`config.mk`:
```
export PLATFORM = sky130hd
export DESIGN_NAME = aud_serial_port
export DESIGN_NICKNAME = d
export VERILOG_FILES = /design/src/rtl/aud_serial_port.sv
export SDC_FILE = /design/constraint.sdc
export NUM_CORES = 1
export LEC_CHECK = 0
export ABC_AREA = 1
export BUFFER_PORTS_ARGS = -buffer_cell sky130_fd_sc_hd__buf_4
export CAP_MARGIN = 20
export CORE_AREA = 2 2 136 125
export CTS_CLUSTER_SIZE = 24
export DETAILED_ROUTE_END_ITERATION = 6
export DIE_AREA = 0 0 138 127
export PLACE_DENSITY = 0.72
export SETUP_SLACK_MARGIN = 0.5
export SYNTH_ARGS = -nofsm -noshare
export SYNTH_HDL_FRONTEND = slang
export SYNTH_SLANG_ARGS = --single-unit
```
`constraint.sdc`:
```
create_clock -name clk -period 15.43 [get_ports clk]
set_input_delay 1.543 -clock clk [delete_from_list [all_inputs] [get_ports clk]]
set_output_delay 1.543 -clock clk [all_outputs]
set_load 0.01 [all_outputs]
```
`src/rtl/aud_serial_port.sv`:
```
module aud_serial_port #(
  parameter int OFS_W = 8,
  parameter int POS_W = 10
) (
  input  logic             clk,
  input  logic             rst_n,
  input  logic             bclk,
  input  logic             wclk,
  input  logic             din,
  input  logic [1:0]       cfg_mode,
  input  logic [1:0]       cfg_width,
  input  logic [OFS_W-1:0] cfg_offset,
  input  logic             cfg_bclk_inv,
  input  logic             cfg_tristate,
  input  logic [31:0]      tx_sample,
  output logic             dout,
  output logic             dout_oe,
  output logic [31:0]      rx_data,
  output logic             rx_valid,
  output logic             rx_right
);
  localparam logic [1:0] MD_I2S = 2'b00;
  localparam logic [1:0] MD_DSP = 2'b01;
  localparam logic [1:0] MD_RJ  = 2'b10;

  logic             bclk_s, bclk_d, wclk_s, din_s, wclk_q;
  logic [1:0]       mode_q, width_q;
  logic [OFS_W-1:0] ofs_q;
  logic             inv_q, tri_q, locked_q, right_q;
  logic [POS_W-1:0] pos, halflen;
  logic [31:0]      tx_hold, rx_sh, rx_next;

  logic rise, fall, launch, capture, is_dsp, wchg, frame_start, half_edge;
  logic dsp_right, chan, rj_ok, in_slot;
  logic [POS_W:0] wbits, posx, ofsx, start;
  logic [4:0]     k;

  assign rise    = bclk_s & ~bclk_d;
  assign fall    = ~bclk_s & bclk_d;
  assign launch  = inv_q ? rise : fall;
  assign capture = inv_q ? fall : rise;

  assign is_dsp      = (mode_q == MD_DSP);
  assign wchg        = wclk_s ^ wclk_q;
  assign frame_start = is_dsp ? (wclk_s & ~wclk_q) : (wchg & (wclk_s == (mode_q != MD_I2S)));
  assign half_edge   = is_dsp ? frame_start : wchg;

  always_comb begin
    case (width_q)
      2'b00:   wbits = (POS_W+1)'(16);
      2'b01:   wbits = (POS_W+1)'(20);
      2'b10:   wbits = (POS_W+1)'(24);
      default: wbits = (POS_W+1)'(32);
    endcase
  end

  assign posx      = {1'b0, pos};
  assign ofsx      = (POS_W+1)'(ofs_q);
  assign dsp_right = posx >= ofsx + wbits;
  assign chan      = is_dsp ? dsp_right : right_q;
  assign rj_ok     = (mode_q != MD_RJ) || ({1'b0, halflen} >= wbits);

  always_comb begin
    case (mode_q)
      MD_I2S:  start = ofsx + 1'b1;
      MD_DSP:  start = dsp_right ? ofsx + wbits : ofsx;
      MD_RJ:   start = {1'b0, halflen} - wbits;
      default: start = ofsx;
    endcase
  end

  assign in_slot = locked_q && rj_ok && (posx >= start) && (posx < start + wbits);
  assign k       = 5'(posx - start);
  assign dout    = in_slot & tx_hold[5'd31 - k];
  assign dout_oe = in_slot | ~tri_q;

  always_comb begin
    rx_next = (k == 5'd0) ? 32'd0 : rx_sh;
    rx_next[5'd31 - k] = din_s;
  end

  always_ff @(posedge clk) begin
    bclk_s   <= bclk;
    bclk_d   <= bclk_s;
    wclk_s   <= wclk;
    din_s    <= din;
    rx_valid <= 1'b0;
    if (!rst_n) begin
      mode_q   <= cfg_mode;
      width_q  <= cfg_width;
      ofs_q    <= cfg_offset;
      inv_q    <= cfg_bclk_inv;
      tri_q    <= cfg_tristate;
      wclk_q   <= 1'b0;
      pos      <= '1;
      halflen  <= '0;
      right_q  <= 1'b0;
      locked_q <= 1'b0;
      tx_hold  <= '0;
      rx_sh    <= '0;
      rx_data  <= '0;
      rx_right <= 1'b0;
    end else begin
      if (launch) begin
        wclk_q <= wclk_s;
        if (half_edge) begin
          pos <= '0;
          if (!is_dsp) begin
            halflen <= pos + 1'b1;
            right_q <= (wclk_s == (mode_q == MD_I2S));
          end
        end else begin
          pos <= pos + 1'b1;
        end
        if (frame_start) begin
          locked_q <= 1'b1;
          tx_hold  <= tx_sample;
          mode_q   <= cfg_mode;
          width_q  <= cfg_width;
          ofs_q    <= cfg_offset;
          inv_q    <= cfg_bclk_inv;
          tri_q    <= cfg_tristate;
        end
      end
      if (capture && in_slot) begin
        rx_sh <= rx_next;
        if ((POS_W+1)'(k) == wbits - 1'b1) begin
          rx_data  <= rx_next;
          rx_valid <= 1'b1;
          rx_right <= chan;
        end
      end
    end
  end
endmodule

```
==> flow_metrics.py, run 1 <==
metrics = {
    "cells_and_area": {
        "layout.nets": 1285,
        "layout.cells.non_filler": 1403,
        "antennaDiodeCount": 0,
        "fillCellCount": 1515,
        "multi_input_area_sq_mm": 0.00424,
        "syn_to_final_growth_pct": 16.7,
        "seqCellArea_sq_mm": 0.00292,
        "drive_above_1_share_pct": 13.2,
    },
    "worst_setup_path": {
        "worstSetupStartpointType": "flop",
        "cp_max_fo": 34,
        "cp_num_buf_inv": 6,
        "reg2reg_slack_ps": 8150,
        "cp_data_arrival_time_ps": 6990,
        "crit_path_end_kind": "primary output",
        "max_stage_delay_ps": 520,
        "cp_common_cell": "nand2_1",
        "crit_type": "flop to primary output",
        "crit_family": "simple AND/OR/NAND/NOR gates",
        "required_ps": 13890,
        "slowest_stage": "nand2_2",
    },
    "sta": {
        "fmax_mhz": 117,
        "final.setup.tns_ps": 0,
        "fin_crit_ps": 8530,
        "fin_crit_sh_pct": 55.3,
        "setup_viol": 0,
        "relSlewSlack_pct": 29.8,
        "hold_ws_ps": 394,
        "worst_slew_pin_slew_ps": 1050,
        "grt_setup_unrepaired": "no",
        "worst_clock_skew_ps": 5.17,
        "hold_viol_final": 0,
        "finalMaxSlewViolations": 0,
    },
    "drt": {
        "avgViaCountPerCell": 5.43,
        "routed_wl_microns": 20900,
        "ant_nets": 0,
        "via_count": 7615,
        "wl_per_cell_microns": 14.9,
        "drc": 0,
        "drt_iter0_markers": 670,
        "dr.pass1.iters": 5,
    },
    "floorplanning": {
        "coreArea_sq_mm": 0.0160,
        "die_h_microns": 127,
        "die_w_microns": 138,
        "start_util_pct": 49.7,
        "ios": 87,
        "rows": 44,
        "die_area_sq_mm": 0.0175,
    },
    "clocking": {
        "clk_pin_slew_ps": 60,
        "clockRootBuffer": "clkbuf_16",
        "cts_buffers": 17,
        "ctsResizeCount": 0,
        "cts_tree": "done",
        "clockBufferDepth": 2,
        "insertion_delay_ps": 420,
        "htreeDepth": 4,
        "post-cts-setup-buffers": 0,
        "cts-hold-fix-buffers": 0,
        "clock_sinks": 139,
    },
    "hold_path": {
        "hold_path.class": "flop to flop",
    },
    "place": {
        "portBuffers": 86,
        "place.gp.congestion": 0.912,
        "post-dp-hpwl_microns": 14700,
        "placedCellCount": 1371,
    },
    "job": {
        "max_cap_violations": 0,
    },
    "global_route": {
        "antenna_found_initial": 0,
        "gr-total-overflow": 0,
        "grt_pass1_vias": 6799,
        "grt_pass1_wl_microns": 34400,
        "grt_max_degree": 67,
        "gr-usage-all-layers_pct": 23.9,
    },
    "synthesis": {
        "synth_seq_area_share_pct": 36.8,
        "ys_seq_elements": 139,
        "synth_cell_type_count": 49,
        "avgSynthCellArea_sq_um": 7.08,
        "syn_area_sq_mm": 0.00793,
        "syn_inst": 1121,
        "yosysWarningCount": 0,
        "syn_nets": 1223,
    },
    "outcome": {
        "status": "completed",
    },
    "power": {
        "p_leak_nw": 4.20,
        "powerDensity_mw_per_mm2": 114,
        "p_total_mw": 1.06,
        "ir_drop_v": 0.000104,
    },
}
==> report_power, final <==
| part | switching, mW | internal [mW] | leakage (nW) |
|---|---|---|---|
| logic | 0.173 | 0.0874 | 2.76 |
| registers | 0.0141 | 0.378 | 1.15 |
| clock network | 0.158 | 0.246 | 0.283 |
==> cell usage after synthesis (all sizes together) <==
master	n	area, sq um
buf	24	135
a22oi	6	45.0
o21ai	106	531
o21bai	2	15.0
inv	145	544
ha	47	588
xnor2	6	60.1
and2	1	6.26
fa	4	80.1
clkbuf	27	101
edfxtp	14	420
a21oi	98	490
o221ai	1	8.76
nand3b	2	15.0
o2111ai	2	17.5
a221o	4	40.0
nor4	1	6.26
o22ai	7	43.8
o211ai	5	37.5
clkinv	2	7.51
a21o	1	7.51
xor2	15	131
nand3	62	315
nor2	109	429
a211oi	2	20.0
a311oi	1	8.76
o31ai	2	15.0
nor3	16	90.1
dfxtp	125	2500
nand2	231	877
nand4	44	282
nor3b	1	7.51
a31o	1	8.76
or2	2	12.5
a221oi	1	8.76
a31oi	4	25.0
==> cells in the final DEF (no fill, tap or decap), types with 5 or more instances in the layout <==
master     Yosys  final
nor2_2         5      5
xor2_1        15     15
dfxtp_1      125    125
nand2_1      227    227
a21oi_1       98     98
xnor2_1        5      5
o21ai_1       23     22
edfxtp_1      14     14
ha_1          47     47
nand3_1       61     61
inv_1        131    131
nor2_1       103    103
o211ai_1       5      5
a22oi_1        6      6
inv_2         14     14
nor3_1        14     14
o22ai_1        7      7
o21ai_0       83     83
clkbuf_16      0     17
nand4_1       43     43
buf_4          1     94
==> cells by family after synthesis <==
kind of cell | synth area share [%]
AOI/OAI and AO/OA | 16.7
xor gates and xnor gates | 2.41
adders and majority gates | 8.42
buffers and inverters | 9.94
DFF | 36.8
and+or+nand+nor | 25.7
==> flip-flops by register name (all words and copies together) (netlist names), 2 cells and up <==
register and cells:
rx_data 32, rx_sh 32, tx_hold 32, halflen 10
pos 10, ofs_q 8, mode_q 2, width_q 2
==> worst reg2reg max path: cells and delay by family (launching register included) <==
family          cells  cell delay (ps)
simple gates       16             2570
fa+ha+maj           7             2110
compound gates      9             1300
flops               1              410
buf+inv             6              750
==> per-stage QoR <==
step	area [sq um]	util (%)	setup slack [ps]
6_report	9260	58.0	6900
5_1_grt	9260	58.0	6280
4_1_cts	9260	58.0	6890
3_5_place_dp	8680	54.4	7350
3_3_place_gp	8680	54.4	7550
2_1_floorplan	7930	-	8380
==> path summary, 6_finish.rpt <==
kind	startpoint	end	cells past startpoint
max	width_q[1]	dout	37
max reg2reg	width_q[1]	rx_sh[24]	38
min	bclk_s	bclk_d	0
min reg2reg	bclk_s	bclk_d	0
==> routing by layer <==
metal	wire, microns	vias up	GRT usage [%]
li1	-	3859	-
met1	10300	3478	35.5
met2	8930	258	35.9
met3	1570	20	5.36
met4	184	0	4.98
met5	0	-	0
==> layout make-up <==
| class | instances | area share (%) |
|---|---|---|
| clock buffers | 21 | 4.97 |
| clock inverters | 11 | 1.28 |
| inverters | 147 | 5.96 |
| multi-input cells | 784 | 45.8 |
| flip-flops and latches | 139 | 31.6 |
| well taps | 207 | 2.80 |
| repair buffers | 94 | 7.62 |
(Power assumes the default switching activity.)
==> inputs of run 2 (changes only) <==
--- a/config.mk
+++ b/config.mk
@@ -5,14 +5,14 @@
 export SDC_FILE = /design/constraint.sdc
 export NUM_CORES = 1
 export LEC_CHECK = 0
-export ABC_AREA = 1
+export ABC_AREA = 0
 export BUFFER_PORTS_ARGS = -buffer_cell sky130_fd_sc_hd__buf_4
 export CAP_MARGIN = 20
-export CORE_AREA = 2 2 136 125
+export CORE_AREA = 2 2 138 126
 export CTS_CLUSTER_SIZE = 24
 export DETAILED_ROUTE_END_ITERATION = 6
-export DIE_AREA = 0 0 138 127
-export PLACE_DENSITY = 0.72
+export DIE_AREA = 0 0 140 128
+export PLACE_DENSITY = 0.74
 export SETUP_SLACK_MARGIN = 0.5
 export SYNTH_ARGS = -nofsm -noshare
 export SYNTH_HDL_FRONTEND = slang
==> constraint.sdc (replaced) <==
create_clock -name clk -period 7.1 [get_ports clk]
set_input_delay 0.71 -clock clk [delete_from_list [all_inputs] [get_ports clk]]
set_output_delay 0.71 -clock clk [all_outputs]
set_load 0.01 [all_outputs]
==> run 2 against run 1 <==
Net effect: the run now ends with DRC left; wire length increased by 0.74%; largest power group unchanged; via count decreased by 7.2%; clock power increased by 120%.
==> flow_metrics.py, run 2 <==
metrics = {
    "global_route": {
        "gr-total-overflow": 0,
        "grt_max_degree": 95,
        "antenna_found_initial": 0,
        "grt_pass1_wl_microns": 33800,
        "grt_pass1_vias": 6645,
        "gr-usage-all-layers_pct": 23.6,
    },
    "sta": {
        "fmax_mhz": 143,
        "setup_viol": 0,
        "finalMaxSlewViolations": 0,
        "fin_crit_sh_pct": 98.2,
        "worst_slew_pin_slew_ps": 985,
        "fin_crit_ps": 6970,
        "relSlewSlack_pct": 34.1,
        "grt_setup_unrepaired": "yes",
        "hold_viol_final": 0,
        "worst_clock_skew_ps": 4.29,
        "final.setup.tns_ps": 0,
    },
    "synthesis": {
        "synth_common_cells": "dfxtp_1 (125), nand2_1 (123), mux2i_1 (118)",
        "ys_seq_elements": 139,
        "synth_seq_area_share_pct": 36.1,
        "yosysWarningCount": 0,
        "syn_inst": 910,
        "synth.top_cell.area_share_pct": 30.9,
        "ys_top_cells_by_area": "dfxtp_1 (31%), mux2i_1 (15%), ha_1 (7.3%), nand2_1 (5.7%), edfxtp_1 (5.2%)",
        "ys.flop_type": "dfxtp_1",
        "async_flop_share_pct": 0,
        "syn_nets": 1012,
        "avgSynthCellArea_sq_um": 8.89,
        "synth_cell_type_count": 64,
        "syn_area_sq_mm": 0.00809,
        "synth_top_cell_by_area": "dfxtp_1",
        "synth_edf_count": 14,
        "yosysMostFrequentCell": "dfxtp_1",
    },
    "worst_setup_path": {
        "cp_data_arrival_time_ps": 6260,
        "required_ps": 6390,
        "crit_path_end_kind": "primary output",
        "worstSetupStartpointType": "flop",
        "cp_max_fo": 4,
        "crit_type": "flop to primary output",
    },
    "power": {
        "p_leak_nw": 4.63,
        "p_sw_mw": 0.778,
        "powerDensity_mw_per_mm2": 241,
        "combPwrFrac_pct": 27.4,
        "p_total_mw": 2.38,
        "ir_drop_v": 0.000194,
        "swShare_pct": 32.6,
        "clkPwrFrac_pct": 36.8,
        "p_int_mw": 1.60,
        "seqPwrFrac_pct": 35.7,
    },
    "hold_path": {
        "hold_path.class": "primary input to flop",
    },
    "drt": {
        "avgViaCountPerCell": 5.79,
        "routed_wl_microns": 21100,
        "via_count": 7065,
        "ant_nets": 0,
        "dr.pass1.iters": 7,
        "wl_per_cell_microns": 17.3,
        "drt_iter0_markers": 654,
        "drc": 2,
    },
    "floorplanning": {
        "rows": 45,
        "die_area_sq_mm": 0.0179,
        "coreArea_sq_mm": 0.0166,
        "ios": 87,
        "die_h_microns": 128,
        "start_util_pct": 48.7,
        "die_w_microns": 140,
    },
    "cells_and_area": {
        "postLayoutCoreUtil_pct": 59.4,
        "layout.nets": 1099,
        "drive_above_1_share_pct": 19.6,
        "antennaDiodeCount": 0,
        "layout_common_cells": "dfxtp_1 (125), nand2_1 (122), buf_4 (120)",
        "reg_top3": "rx_data x32, rx_sh x32, tx_hold x32",
        "syn_to_final_growth_pct": 21.9,
        "fillCellCount": 1379,
        "layout_commonest_cell": "dfxtp_1",
    },
    "clocking": {
        "htreeDepth": 4,
        "insertion_delay_ps": 420,
        "clk_pin_slew_ps": 60,
        "cts-hold-fix-buffers": 0,
        "clockRootBuffer": "clkbuf_16",
        "clock_sinks": 139,
        "cts_tree": "done",
        "clockBufferDepth": 2,
        "cts_buffers": 17,
    },
    "place": {
        "place.gp.congestion": 0.931,
        "portBuffers": 86,
        "post-dp-hpwl_microns": 14400,
    },
    "outcome": {
        "status": "complete, but fails checks",
        "failed_checks": "DRC",
    },
    "job": {
        "max_cap_violations": 0,
    },
}
-- run 2: changes by cell type in the layout (fill, tap and decap cells not counted), sizes merged, moves of 14 or more --
cell | before | now
o21ai | 106 | 66
inv | 146 | 35
and3 | 0 | 14
nor2 | 109 | 74
nand3 | 62 | 15
buf | 94 | 122
nand2 | 231 | 123
xnor2 | 6 | 20
mux2i | 0 | 118
a21oi | 98 | 31
nand4 | 44 | 18
-- run 2: layer usage --
layer	track usage, %	up-vias	routed length [microns]
met1	31.3	3326	9550
li1	-	3443	-
met2	37.1	254	9490
met5	0	-	0
met4	9.98	0	570
met3	5.49	42	1490
-- run 2: timing repair --
| action | CTS | global route |
|---|---|---|
| endpoints found under the hold margin | 0 | 0 |
| buffers inserted | 10 | 7 |
| pin swaps | 8 | 15 |
| endpoints found under the setup margin | 38 | 2 |
| gates resized for setup | 27 | 14 |
| cloned | 0 | 0 |
-- run 2: layout make-up --
class                   count  area (sq um)  share of cell area, %
clock buffers              23           499                   5.06
clock inverters             9          85.1                  0.862
inverters                  35           134                   1.36
multi-input cells         682          5030                   51.0
flip-flops and latches    139          2920                   29.6
well taps                 211           264                   2.68
repair buffers            122           932                   9.45
-- run 2: worst max-delay path, stage by stage, from the launching register on --
cell and delay, ps:
edfxtp_1 440, buf_4 180, ha_4 170, ha_1 270, a21o_1 200, a21oi_1 210
xor2_1 250, ha_1 290, nand4_1 150, o21bai_1 120, a211oi_2 290, and2_4 230
nor2_4 40, mux2i_1 210, mux2i_1 150, ha_2 240, fa_2 370, a21o_1 190
a21oi_2 210, nor3_2 70, xnor2_1 130, ha_1 340, a2111oi_4 290, a21o_1 240
nor2_4 70, a2111oi_2 290, buf_4 190
-- run 2: power by group through the flow --
stage | Clock [mW] | Sequential (mW) | Combinational [mW]
after global routing | 0.924 | 0.854 | 0.714
after floorplan | 0 | 0.851 | 0.424
after global placement | 0 | 0.865 | 0.584
after CTS | 0.887 | 0.849 | 0.616
after detailed placement | 0 | 0.866 | 0.592
final | 0.877 | 0.851 | 0.653
-- run 2: stage by stage --
step                cell area (sq um)  setup slack [ps]  instances  hold slack [ps]
detailed placement               8980              82.8       1172              378
global route                     9870             -82.4       1221              375
floorplan                        8110               576        910              359
CTS                              9750               477       1214              367
global placement                 8980               301       1172              371
finish                           9870               128       1221              384
-- run 2: final timing paths --
| path | slack [ps] | startpoint | to | cells after the start |
|---|---|---|---|---|
| worst min register to register | 390 | bclk_s | bclk_d | 0 |
| worst min-delay path | 380 | din | din_s | 1 |
| worst max-delay path | 130 | width_q[1] | dout | 26 |
| worst max register to register | 790 | width_q[1] | rx_sh[22] | 29 |
-- run 2: cells by family (layout without fill, tap and decap cells) --
family,Yosys count,count (layout),share of synthesized area (%)
AO/OA/AOI/OAI,184,184,15.0
AND/OR/NAND/NOR,291,291,16.0
multiplexers,127,127,17.0
XOR/XNOR,29,29,3.32
adder cells (fa/ha/maj),51,51,8.25
flip-flops,139,139,36.1
buffers and inverters,89,189,4.33
